## config.mk

```make
export PLATFORM = sky130hd
export DESIGN_NAME = ppg_timer
export DESIGN_NICKNAME = d
export VERILOG_FILES = /design/src/rtl/ppg_pkg.sv /design/src/rtl/ppg_datapath.sv /design/src/rtl/ppg_control.sv /design/src/rtl/ppg_timer.sv
export SDC_FILE = /design/constraint.sdc
export NUM_CORES = 1
export LEC_CHECK = 0
export BUFFER_PORTS_ARGS = -buffer_cell sky130_fd_sc_hd__buf_2
export CAP_MARGIN = 20
export CORE_ASPECT_RATIO = 1.5
export CORE_MARGIN = 2
export CORE_UTILIZATION = 54
export CTS_CLUSTER_SIZE = 28
export DETAILED_ROUTE_END_ITERATION = 6
export PLACE_DENSITY_LB_ADDON = 0.12
export SYNTH_ARGS = -nofsm -noshare
export SYNTH_HDL_FRONTEND = slang
export SYNTH_SLANG_ARGS = --single-unit
```

## constraint.sdc

```tcl
create_clock -name clk -period 1.9 [get_ports clk]
set_input_delay 0.095 -clock clk [delete_from_list [all_inputs] [get_ports clk]]
set_output_delay 0.095 -clock clk [all_outputs]
set_load 0.05 [all_outputs]
```

## src/rtl/ppg_pkg.sv

```systemverilog
package ppg_pkg;

  // Control byte layout, most significant field first.
  typedef struct packed {
    logic       varPeriod;    // 1: counter cleared by compare, 0: free wrap
    logic       clrOnWidth;   // clear counter on width match (variable mode)
    logic       clrOnPeriod;  // clear counter on period match (variable mode)
    logic       outEnable;    // drive the pulse onto the pin
    logic       activeHigh;   // level of the active phase
    logic [2:0] preSel;       // prescaler step
  } cfg_t;

  // Strobes from control to the datapath counter.
  typedef struct packed {
    logic advance;
    logic clear;
  } cnt_strobe_t;

  // Comparator results from the datapath, all from the current count.
  typedef struct packed {
    logic eqWidth;
    logic eqPeriod;
    logic atMax;
    logic preWidth;
    logic prePeriod;
    logic widthZero;
    logic periodZero;
  } cnt_flags_t;

  localparam logic [1:0] ADDR_WIDTH  = 2'd0;
  localparam logic [1:0] ADDR_PERIOD = 2'd1;
  localparam logic [1:0] ADDR_CTRL   = 2'd2;

endpackage

```

## src/rtl/ppg_datapath.sv

```systemverilog
module ppg_datapath
  import ppg_pkg::*;
#(
  parameter int CNT_W = 8
) (
  input  logic              clk,
  input  logic              rst,
  input  logic              wrEn,
  input  logic [1:0]        wrAddr,
  input  logic [CNT_W-1:0]  wrData,
  input  cnt_strobe_t       strobe,
  output cfg_t              cfg,
  output logic [CNT_W-1:0]  count,
  output logic [CNT_W-1:0]  cmpWidth,
  output logic [CNT_W-1:0]  cmpPeriod,
  output cnt_flags_t        flags
);

  localparam logic [CNT_W-1:0] ONE = CNT_W'(1);

  logic [CNT_W-1:0] countInc;

  // Register bank
  always_ff @(posedge clk) begin
    if (rst) begin
      cmpWidth  <= '0;
      cmpPeriod <= '0;
      cfg       <= '0;
    end else if (wrEn) begin
      case (wrAddr)
        ADDR_WIDTH:  cmpWidth  <= wrData;
        ADDR_PERIOD: cmpPeriod <= wrData;
        ADDR_CTRL:   cfg       <= cfg_t'(wrData[7:0]);
        default: ;
      endcase
    end
  end

  assign countInc = count + ONE;

  // Up-counter, moved only by the control strobes
  always_ff @(posedge clk) begin
    if (rst) begin
      count <= '0;
    end else if (strobe.advance) begin
      count <= strobe.clear ? '0 : countInc;
    end
  end

  // Comparators against current and next count
  always_comb begin
    flags.eqWidth    = (count == cmpWidth);
    flags.eqPeriod   = (count == cmpPeriod);
    flags.atMax      = &count;
    flags.preWidth   = (countInc == cmpWidth);
    flags.prePeriod  = (countInc == cmpPeriod);
    flags.widthZero  = (cmpWidth == '0);
    flags.periodZero = (cmpPeriod == '0);
  end

endmodule

```

## src/rtl/ppg_control.sv

```systemverilog
module ppg_control
  import ppg_pkg::*;
#(
  parameter int PRE_BASE_LOG = 4,
  parameter int PRE_STEPS    = 6,
  parameter int STRETCH      = 2
) (
  input  logic        clk,
  input  logic        rst,
  input  cfg_t        cfg,
  input  cnt_flags_t  flags,
  output cnt_strobe_t strobe,
  output logic        tick,
  output logic        actState,
  output logic        timerOut,
  output logic        irqWidth,
  output logic        irqPeriod
);

  localparam int PRE_W   = PRE_BASE_LOG + PRE_STEPS - 1;
  localparam int SEL_MAX = PRE_STEPS - 1;

  logic [PRE_W-1:0]   preCnt;
  logic [PRE_W-1:0]   tickMask;
  logic [2:0]         selClamped;
  logic [STRETCH-1:0] hitLine;
  logic               nextZero;
  logic               nextEqW;
  logic               nextEqP;
  logic               newHit;
  logic               irqPeriodQ;

  // Free-running prescaler; a step's tick fires when its low bits are all ones
  always_ff @(posedge clk) begin
    if (rst) preCnt <= '0;
    else     preCnt <= preCnt + PRE_W'(1);
  end

  assign selClamped = (cfg.preSel > 3'(SEL_MAX)) ? 3'(SEL_MAX) : cfg.preSel;

  always_comb begin
    tickMask = '0;
    for (int s = 0; s < PRE_STEPS; s++) begin
      if (int'(selClamped) == s) tickMask = PRE_W'((1 << (PRE_BASE_LOG + s)) - 1);
    end
  end

  assign tick = ((preCnt & tickMask) == tickMask);

  // Counter strobes
  always_comb begin
    strobe.advance = tick;
    strobe.clear   = tick & cfg.varPeriod &
                     ((cfg.clrOnPeriod & flags.eqPeriod) | (cfg.clrOnWidth & flags.eqWidth));
  end

  // Where the counter lands on this edge
  assign nextZero = strobe.clear | flags.atMax;
  assign nextEqW  = strobe.clear ? flags.widthZero  : flags.preWidth;
  assign nextEqP  = strobe.clear ? flags.periodZero : flags.prePeriod;
  assign newHit   = tick & nextEqW;

  // Deactivation delay line
  generate
    if (STRETCH == 1) begin : g_single
      always_ff @(posedge clk) begin
        if (rst) hitLine <= '0;
        else     hitLine <= newHit;
      end
    end else begin : g_chain
      always_ff @(posedge clk) begin
        if (rst) hitLine <= '0;
        else     hitLine <= {hitLine[STRETCH-2:0], newHit};
      end
    end
  endgenerate

  always_ff @(posedge clk) begin
    if (rst) irqPeriodQ <= 1'b0;
    else     irqPeriodQ <= tick & nextEqP;
  end

  // Active phase: set on reaching zero, cleared at the end of the delay line
  always_ff @(posedge clk) begin
    if (rst)                   actState <= 1'b0;
    else if (tick & nextZero)  actState <= 1'b1;
    else if (hitLine[STRETCH-1]) actState <= 1'b0;
  end

  assign irqWidth  = hitLine[0];
  assign irqPeriod = irqPeriodQ;
  assign timerOut  = (cfg.outEnable & actState) ? cfg.activeHigh : ~cfg.activeHigh;

endmodule

```

## src/rtl/ppg_timer.sv

```systemverilog
module ppg_timer
  import ppg_pkg::*;
#(
  parameter int CNT_W        = 8,
  parameter int PRE_BASE_LOG = 4,
  parameter int PRE_STEPS    = 6,
  parameter int STRETCH      = 2
) (
  input  logic             clk,
  input  logic             rst,
  input  logic             wrEn,
  input  logic [1:0]       wrAddr,
  input  logic [CNT_W-1:0] wrData,
  output logic             timerOut,
  output logic             irqWidth,
  output logic             irqPeriod
);

  cfg_t             cfg;
  cnt_strobe_t      strobe;
  cnt_flags_t       flags;
  logic [CNT_W-1:0] count;
  logic [CNT_W-1:0] cmpWidth;
  logic [CNT_W-1:0] cmpPeriod;
  logic             tick;
  logic             actState;

  ppg_datapath #(.CNT_W(CNT_W)) u_dp (
    .clk(clk), .rst(rst), .wrEn(wrEn), .wrAddr(wrAddr), .wrData(wrData),
    .strobe(strobe), .cfg(cfg), .count(count), .cmpWidth(cmpWidth),
    .cmpPeriod(cmpPeriod), .flags(flags)
  );

  ppg_control #(
    .PRE_BASE_LOG(PRE_BASE_LOG), .PRE_STEPS(PRE_STEPS), .STRETCH(STRETCH)
  ) u_ctl (
    .clk(clk), .rst(rst), .cfg(cfg), .flags(flags), .strobe(strobe),
    .tick(tick), .actState(actState), .timerOut(timerOut),
    .irqWidth(irqWidth), .irqPeriod(irqPeriod)
  );

endmodule

```

Yosys cells after proc, flatten, opt, wreduce, memory -nomap -nowiden
Index checks and enable logic that the tools add are counted.
{"block": "totals", "inputBits": 13, "regBits": 45, "out_inout_bits": 3, "elab_cells": 62}
{"block": "op_classes", "muxes": 13, "bitwise": 12, "order_cmp": 1, "eq_ne": 12, "reduce_logical": 9, "add_sub_neg": 2}
{"op": "equality test 8 bit", "n": 4}
{"op": "logical NOT 8 bit", "n": 2}
{"op": "2-to-1 mux 8 bit", "n": 2}
{"op": "equality test 3 bit (second input constant)", "n": 4}
{"op": "adder 9 x 1 -> 9 bit (second input constant)", "n": 1}
{"op": "bitwise AND 9 bit", "n": 1}
{"op": "equality test 9 bit", "n": 1}
{"op": "2-to-1 mux 9 bit", "n": 1}
{"op": "adder 8 x 1 -> 8 bit (second input constant)", "n": 1}
{"op": "bitwise AND 1 bit", "n": 8}
{"op": "AND reduction 8 bit", "n": 1}
{"op": "2-to-1 mux 7 bit", "n": 1}
{"op": "2-to-1 mux 6 bit", "n": 1}
{"op": "AND reduction 2 bit", "n": 3}
{"op": "2-to-1 mux 1 bit", "n": 5}
{"op": "2-to-1 mux 5 bit", "n": 1}
{"op": "2-to-1 mux 4 bit", "n": 1}
{"op": "equality test 3 x 2 -> 1 bit (second input constant)", "n": 1}
{"op": "> comparator 3 bit (second input constant)", "n": 1}
{"op": "logical NOT 3 bit", "n": 1}
{"op": "2-to-1 mux 3 bit", "n": 1}
{"op": "equality test 2 x 1 -> 1 bit (second input constant)", "n": 1}
{"op": "equality test 2 bit (second input constant)", "n": 1}
{"op": "logical NOT 2 bit", "n": 1}
{"op": "3 further kinds", "n": 4}

Logic depth before layout (Yosys ltp)
{"block": "depth", "ltp_word": 16, "depth_mapped": 8, "mapped_depth_nobuf": 7}

By module
Synthesis repeated with hierarchy kept, for this count alone.
{"block": "hier_totals", "hier_cells": 263, "hier_area_um2": 2357.3}
{"module": "ppg_datapath", "area_each_um2": 1736.7, "cells_per_inst": 198, "seq_area_each_um2": 640.6, "instances": 1}
{"module": "ppg_control", "area_each_um2": 620.6, "cells_per_inst": 65, "seq_area_each_um2": 260.2, "instances": 1}

Worst setup path after synthesis
No wires, ideal clock.
{"block": "synth_path", "kind": "register to register", "start": "register u_dp.count[1]", "end": "register u_ctl.irqPeriodQ, in the netlist u_ctl.irqPeriod", "synth_period_minus_slack_ns": 1.948, "stages_incl_launch_ff": 9, "path_buffers": 1, "arrival_ns": 1.878, "setup_time_ns": 0.070, "required_ns": 1.830, "setup_slack_ns": -0.048, "path_cell_list": "dfxtp_1 -> ha_1 -> buf_2 -> and3_4 -> xor2_1 -> or3_1 -> a2111oi_2 -> nand3b_1 -> a21oi_1"}
{"block": "synth_via", "elab_chain_len": 6, "elab_cells_between_ends": 10, "cone_classes": "add/sub (1); eq/ne (3); mux (1); bitwise (5)"}
{"item": "start: declaration", "line_no": "ppg_datapath.sv:13", "source": "output logic [CNT_W-1:0] count,"}
{"item": "start signal: assignment", "line_no": "ppg_datapath.sv:46", "source": "count <= strobe.clear ? '0 : countInc;"}
{"item": "parallel branches: the longest is 4 deep, another holds adder 8 x 1 -> 8 bit"}
{"item": "2-to-1 mux 1 bit *", "line_no": "ppg_control.sv:60", "source": "assign nextEqP = strobe.clear ? flags.periodZero : flags.prePeriod;"}
{"item": "bitwise AND 1 bit *", "line_no": "ppg_control.sv:80", "source": "else irqPeriodQ <= tick & nextEqP;"}
{"item": "end signal: assignment", "line_no": "ppg_control.sv:80"}
{"item": "end: declaration", "line_no": "ppg_control.sv:31", "source": "logic irqPeriodQ;"}
Every way passes the cells marked *.
A chain may end at the register's enable or synchronous reset.

Final worst setup path
Ends and elaborated chain as after synthesis.

==> results.txt <==
----------------------------------------------------
[Logic synthesis]
  Leading area contributor after synthesis ... sky130_fd_sc_hd__dfxtp_1
  Post-synthesis instance total ... 262
  Synth warnings ... 0
  Proportion of register bits with asynchronous set or reset after synthesis ... 0
  Count of unique library cells instantiated by Yosys ... 48
  Top FF cell, synth ... sky130_fd_sc_hd__dfxtp_1
  Fraction of the yosys area taken by sequential cells ... 0.378
  Top post-synthesis cells by area ... sky130_fd_sc_hd__dfxtp_1 (38%), sky130_fd_sc_hd__mux2i_1 (10%), sky130_fd_sc_hd__xnor2_1 (7.7%)
  Share of Yosys cell area claimed by the top area cell type ... 0.378
  Yosys reg bits ... 45
  Post-synth EDFFs ... 0
  Average cell area after synthesis ... 9.10 µm²
  Post-Synthesis Net Count ... 277
  Post-Synthesis Cell Area ... 2380 µm²

[Placed design]
  Setup WS pre-CTS ... -0.0453 ns
  RD Place Congestion ... 0.889
  Number of I/O port buffers ... 15
  Final HPWL from detailed placement ... 4000 µm
  Placed cell areas ... 2690 µm²

[Global route]
  First-pass GRT wire length ... 9190 µm
  Number of global-route vias before repair ... 1927
  Total congestion overflow ... 0
  Initial antenna violation count ... 0
  Total GRT Usage ... 0.242
  Largest net degree at the start of global routing ... 33

[Drt]
  Wire length per cell ... 15.6 µm
  1st-pass router iterations ... 4
  Via count of the routed design ... 1993
  Final Routed Wirelength ... 5470 µm
  Vias per Instance ... 5.69
  Starting DRC count in detailed routing ... 190
  ANT nets after route ... 0
  DRC violation count after routing ... 0

[Floorplanning]
  Horizontal die dimension ... 58.2 µm
  Floorplan core area ... 4250 µm²
  Total Die Area ... 4970 µm²
  I/O pin count ... 16
  Effective utilization at floorplan ... 0.561
  Chip height ... 85.4 µm
  Number of placement rows ... 29

[Cells and area]
  Count of fill cells added during filler insertion ... 357
  Layout-stage area growth over the synthesis result ... 21.1%
  Most frequent cells in the layout ... sky130_fd_sc_hd__dfxtp_1 (37), sky130_fd_sc_hd__nor2_1 (34), sky130_fd_sc_hd__buf_4 (33)
  Most frequent standard cell in the layout excluding fill and tap cells ... sky130_fd_sc_hd__dfxtp_1
  Nets ... 318
  Design Area, Final ... 2890 µm²
  Proportion of layout cells with a drive suffix above 1 ... 0.276
  Diodes inserted ... 0

[Clock network]
  CTS Hold Bufs ... 0
  CTS buffer count ... 5
  Clock input transition at the sequential cells of the worst setup and hold paths ... 0.08 ns
  CTS root buf ... sky130_fd_sc_hd__clkbuf_8
  Clock Latency Late Sink ... 0.30 ns
  Max H-tree Level ... 2
  Number of buffers on the longest clock path ... 2
  Clock tree from TritonCTS ... yes
  Clock tree sinks ... 45

[STA]
  Setup skew after layout ... 0.00582 ns
  Final cycle utilization of the critical path ... 0.990
  Slew at the pin with the worst max-slew slack ... 0.583 ns
  F_max ... 0.532 GHz
  Final Hold Slack ... 0.0572 ns
  Count of pins over their slew limit ... 0
  Final setup violating endpoints ... 0
  Hold Vio Cnt, Final ... 0
  Tmin final ... 1.88 ns
  Min setup slack post-route ... 0.0188 ns
  Slew Limit Headroom ... 0.610

[Critical path]
  Setup slack on the worst flop-to-flop path ... 0.02 ns
  Endpoint type of the worst setup path ... flop
  Arrival @ worst endpoint ... 2.12 ns
  Critical Path RT ... 2.14 ns
  Crit start category ... flop
  CP Max Fanout ... 8
  Critical path type ... reg2reg

[Job]
  Number of max-cap violations ... 0

[Power and ir drop]
  Peak supply drop ... 0.000628 V
  Power per cell area ... 598 nW/µm²
  Total design power ... 1730 µW
  Pleak ... 0.00122 µW

[Min path]
  Classification of the worst-slack hold path ... in2reg

[Run status]
  Run status ... finished clean

----------------------------------------------------
==> cell usage after synthesis (4+ instances only) <==
| cell type | count |
|---|---|
| sky130_fd_sc_hd__dfxtp_1 | 45 |
| sky130_fd_sc_hd__nor2_1 | 34 |
| sky130_fd_sc_hd__mux2i_1 | 25 |
| sky130_fd_sc_hd__xnor2_1 | 21 |
| sky130_fd_sc_hd__nand3_1 | 14 |
| sky130_fd_sc_hd__a21oi_1 | 9 |
| sky130_fd_sc_hd__xor2_1 | 9 |
| sky130_fd_sc_hd__clkbuf_1 | 7 |
| sky130_fd_sc_hd__nand2_1 | 7 |
| sky130_fd_sc_hd__nor4_1 | 6 |
| sky130_fd_sc_hd__o31ai_1 | 6 |
| sky130_fd_sc_hd__or3_1 | 6 |
| sky130_fd_sc_hd__and3_1 | 4 |
| sky130_fd_sc_hd__buf_2 | 4 |
| sky130_fd_sc_hd__inv_1 | 4 |
| sky130_fd_sc_hd__nand2b_1 | 4 |
| sky130_fd_sc_hd__nand3b_1 | 4 |
| sky130_fd_sc_hd__nor2b_1 | 4 |
| sky130_fd_sc_hd__o21ai_0 | 4 |
==> per-layer routing <==
| metal | wire length [µm] | up-vias | track usage |
|---|---|---|---|
| met2 | 2750 | 43 | 0.394 |
| met5 | 0 | - | 0 |
| li1 | - | 1003 | - |
| met4 | 212 | 0 | 0.114 |
| met1 | 2310 | 927 | 0.304 |
| met3 | 191 | 20 | 0.0427 |
==> final cells by class <==
type | count | area (µm²) | area share
clock buffers | 7 | 76.3 | 0.0264
inverters | 4 | 15.0 | 0.00520
well taps | 46 | 57.6 | 0.0199
clock inverters | 1 | 7.51 | 0.00260
flip-flops and latches | 45 | 916 | 0.317
multi-input cells | 195 | 1430 | 0.495
repair buffers | 52 | 385 | 0.134
==> cells by family (layout without fill, tap and decap cells) <==
kind of cell | after synthesis | after routing | share of synthesized area
adder cells (fa/ha/maj) | 2 | 2 | 0.0105
multiplexers | 25 | 25 | 0.105
buffers and inverters | 22 | 64 | 0.0493
XOR/XNOR | 31 | 31 | 0.117
AO/OA/AOI/OAI | 35 | 35 | 0.103
AND/OR/NAND/NOR | 102 | 102 | 0.237
flip-flops | 45 | 45 | 0.378
==> where the power goes <==
part	total, µW	internal [µW]	leakage, µW	switching, µW
Sequential	986	963	0.000369	22.8
Clock	577	260	0.0000385	316
Combinational	165	81.3	0.000810	83.3
==> critical path: stages (launching register included) <==
cell                        delay, ns
sky130_fd_sc_hd__dfxtp_4         0.37
sky130_fd_sc_hd__ha_4            0.19
sky130_fd_sc_hd__and3_4          0.19
sky130_fd_sc_hd__xor2_1          0.15
sky130_fd_sc_hd__or3_1           0.34
sky130_fd_sc_hd__a2111oi_2       0.31
sky130_fd_sc_hd__nand3b_1        0.14
sky130_fd_sc_hd__a21oi_2         0.14
==> metrics by stage <==
| step | instances | utilization | setup TNS, ns |
|---|---|---|---|
| 6_report | 350 | 0.680 | 0 |
| 5_1_grt | 350 | 0.680 | -0.107 |
| 4_1_cts | 346 | 0.654 | 0 |
| 3_5_place_dp | 338 | 0.633 | -0.0453 |
| 3_3_place_gp | 338 | 0.633 | -0.0368 |
| 2_1_floorplan | 262 | - | 0 |
==> what timing repair did <==
| item | 4_1_cts | 5_1_grt |
|---|---|---|
| setup endpoints to repair | 8 | 10 |
| resized for setup | 3 | 22 |
| pin swaps | 0 | 6 |
| buffers inserted | 0 | 4 |
==> state kept, by name, summed over array words and instances, names as in the netlist <==
register / cells
u_ctl.preCnt: 9
u_ctl.irqPeriod: 1
u_dp.cmpWidth: 8
u_ctl.actState: 1
u_dp.count: 8
u_dp.cfg: 8
u_dp.cmpPeriod: 8
u_ctl.hitLine: 2
==> final timing paths <==
| check | from | endpoint | cells after the start |
|---|---|---|---|
| min | wrData[6] | u_dp.cfg[6] | 3 |
| min reg2reg | u_ctl.hitLine[1] | u_ctl.actState | 1 |
| max | u_dp.count[1] | u_ctl.irqPeriod | 7 |
| max reg2reg | u_dp.count[1] | u_ctl.irqPeriod | 7 |
(Power assumes the default switching activity.)
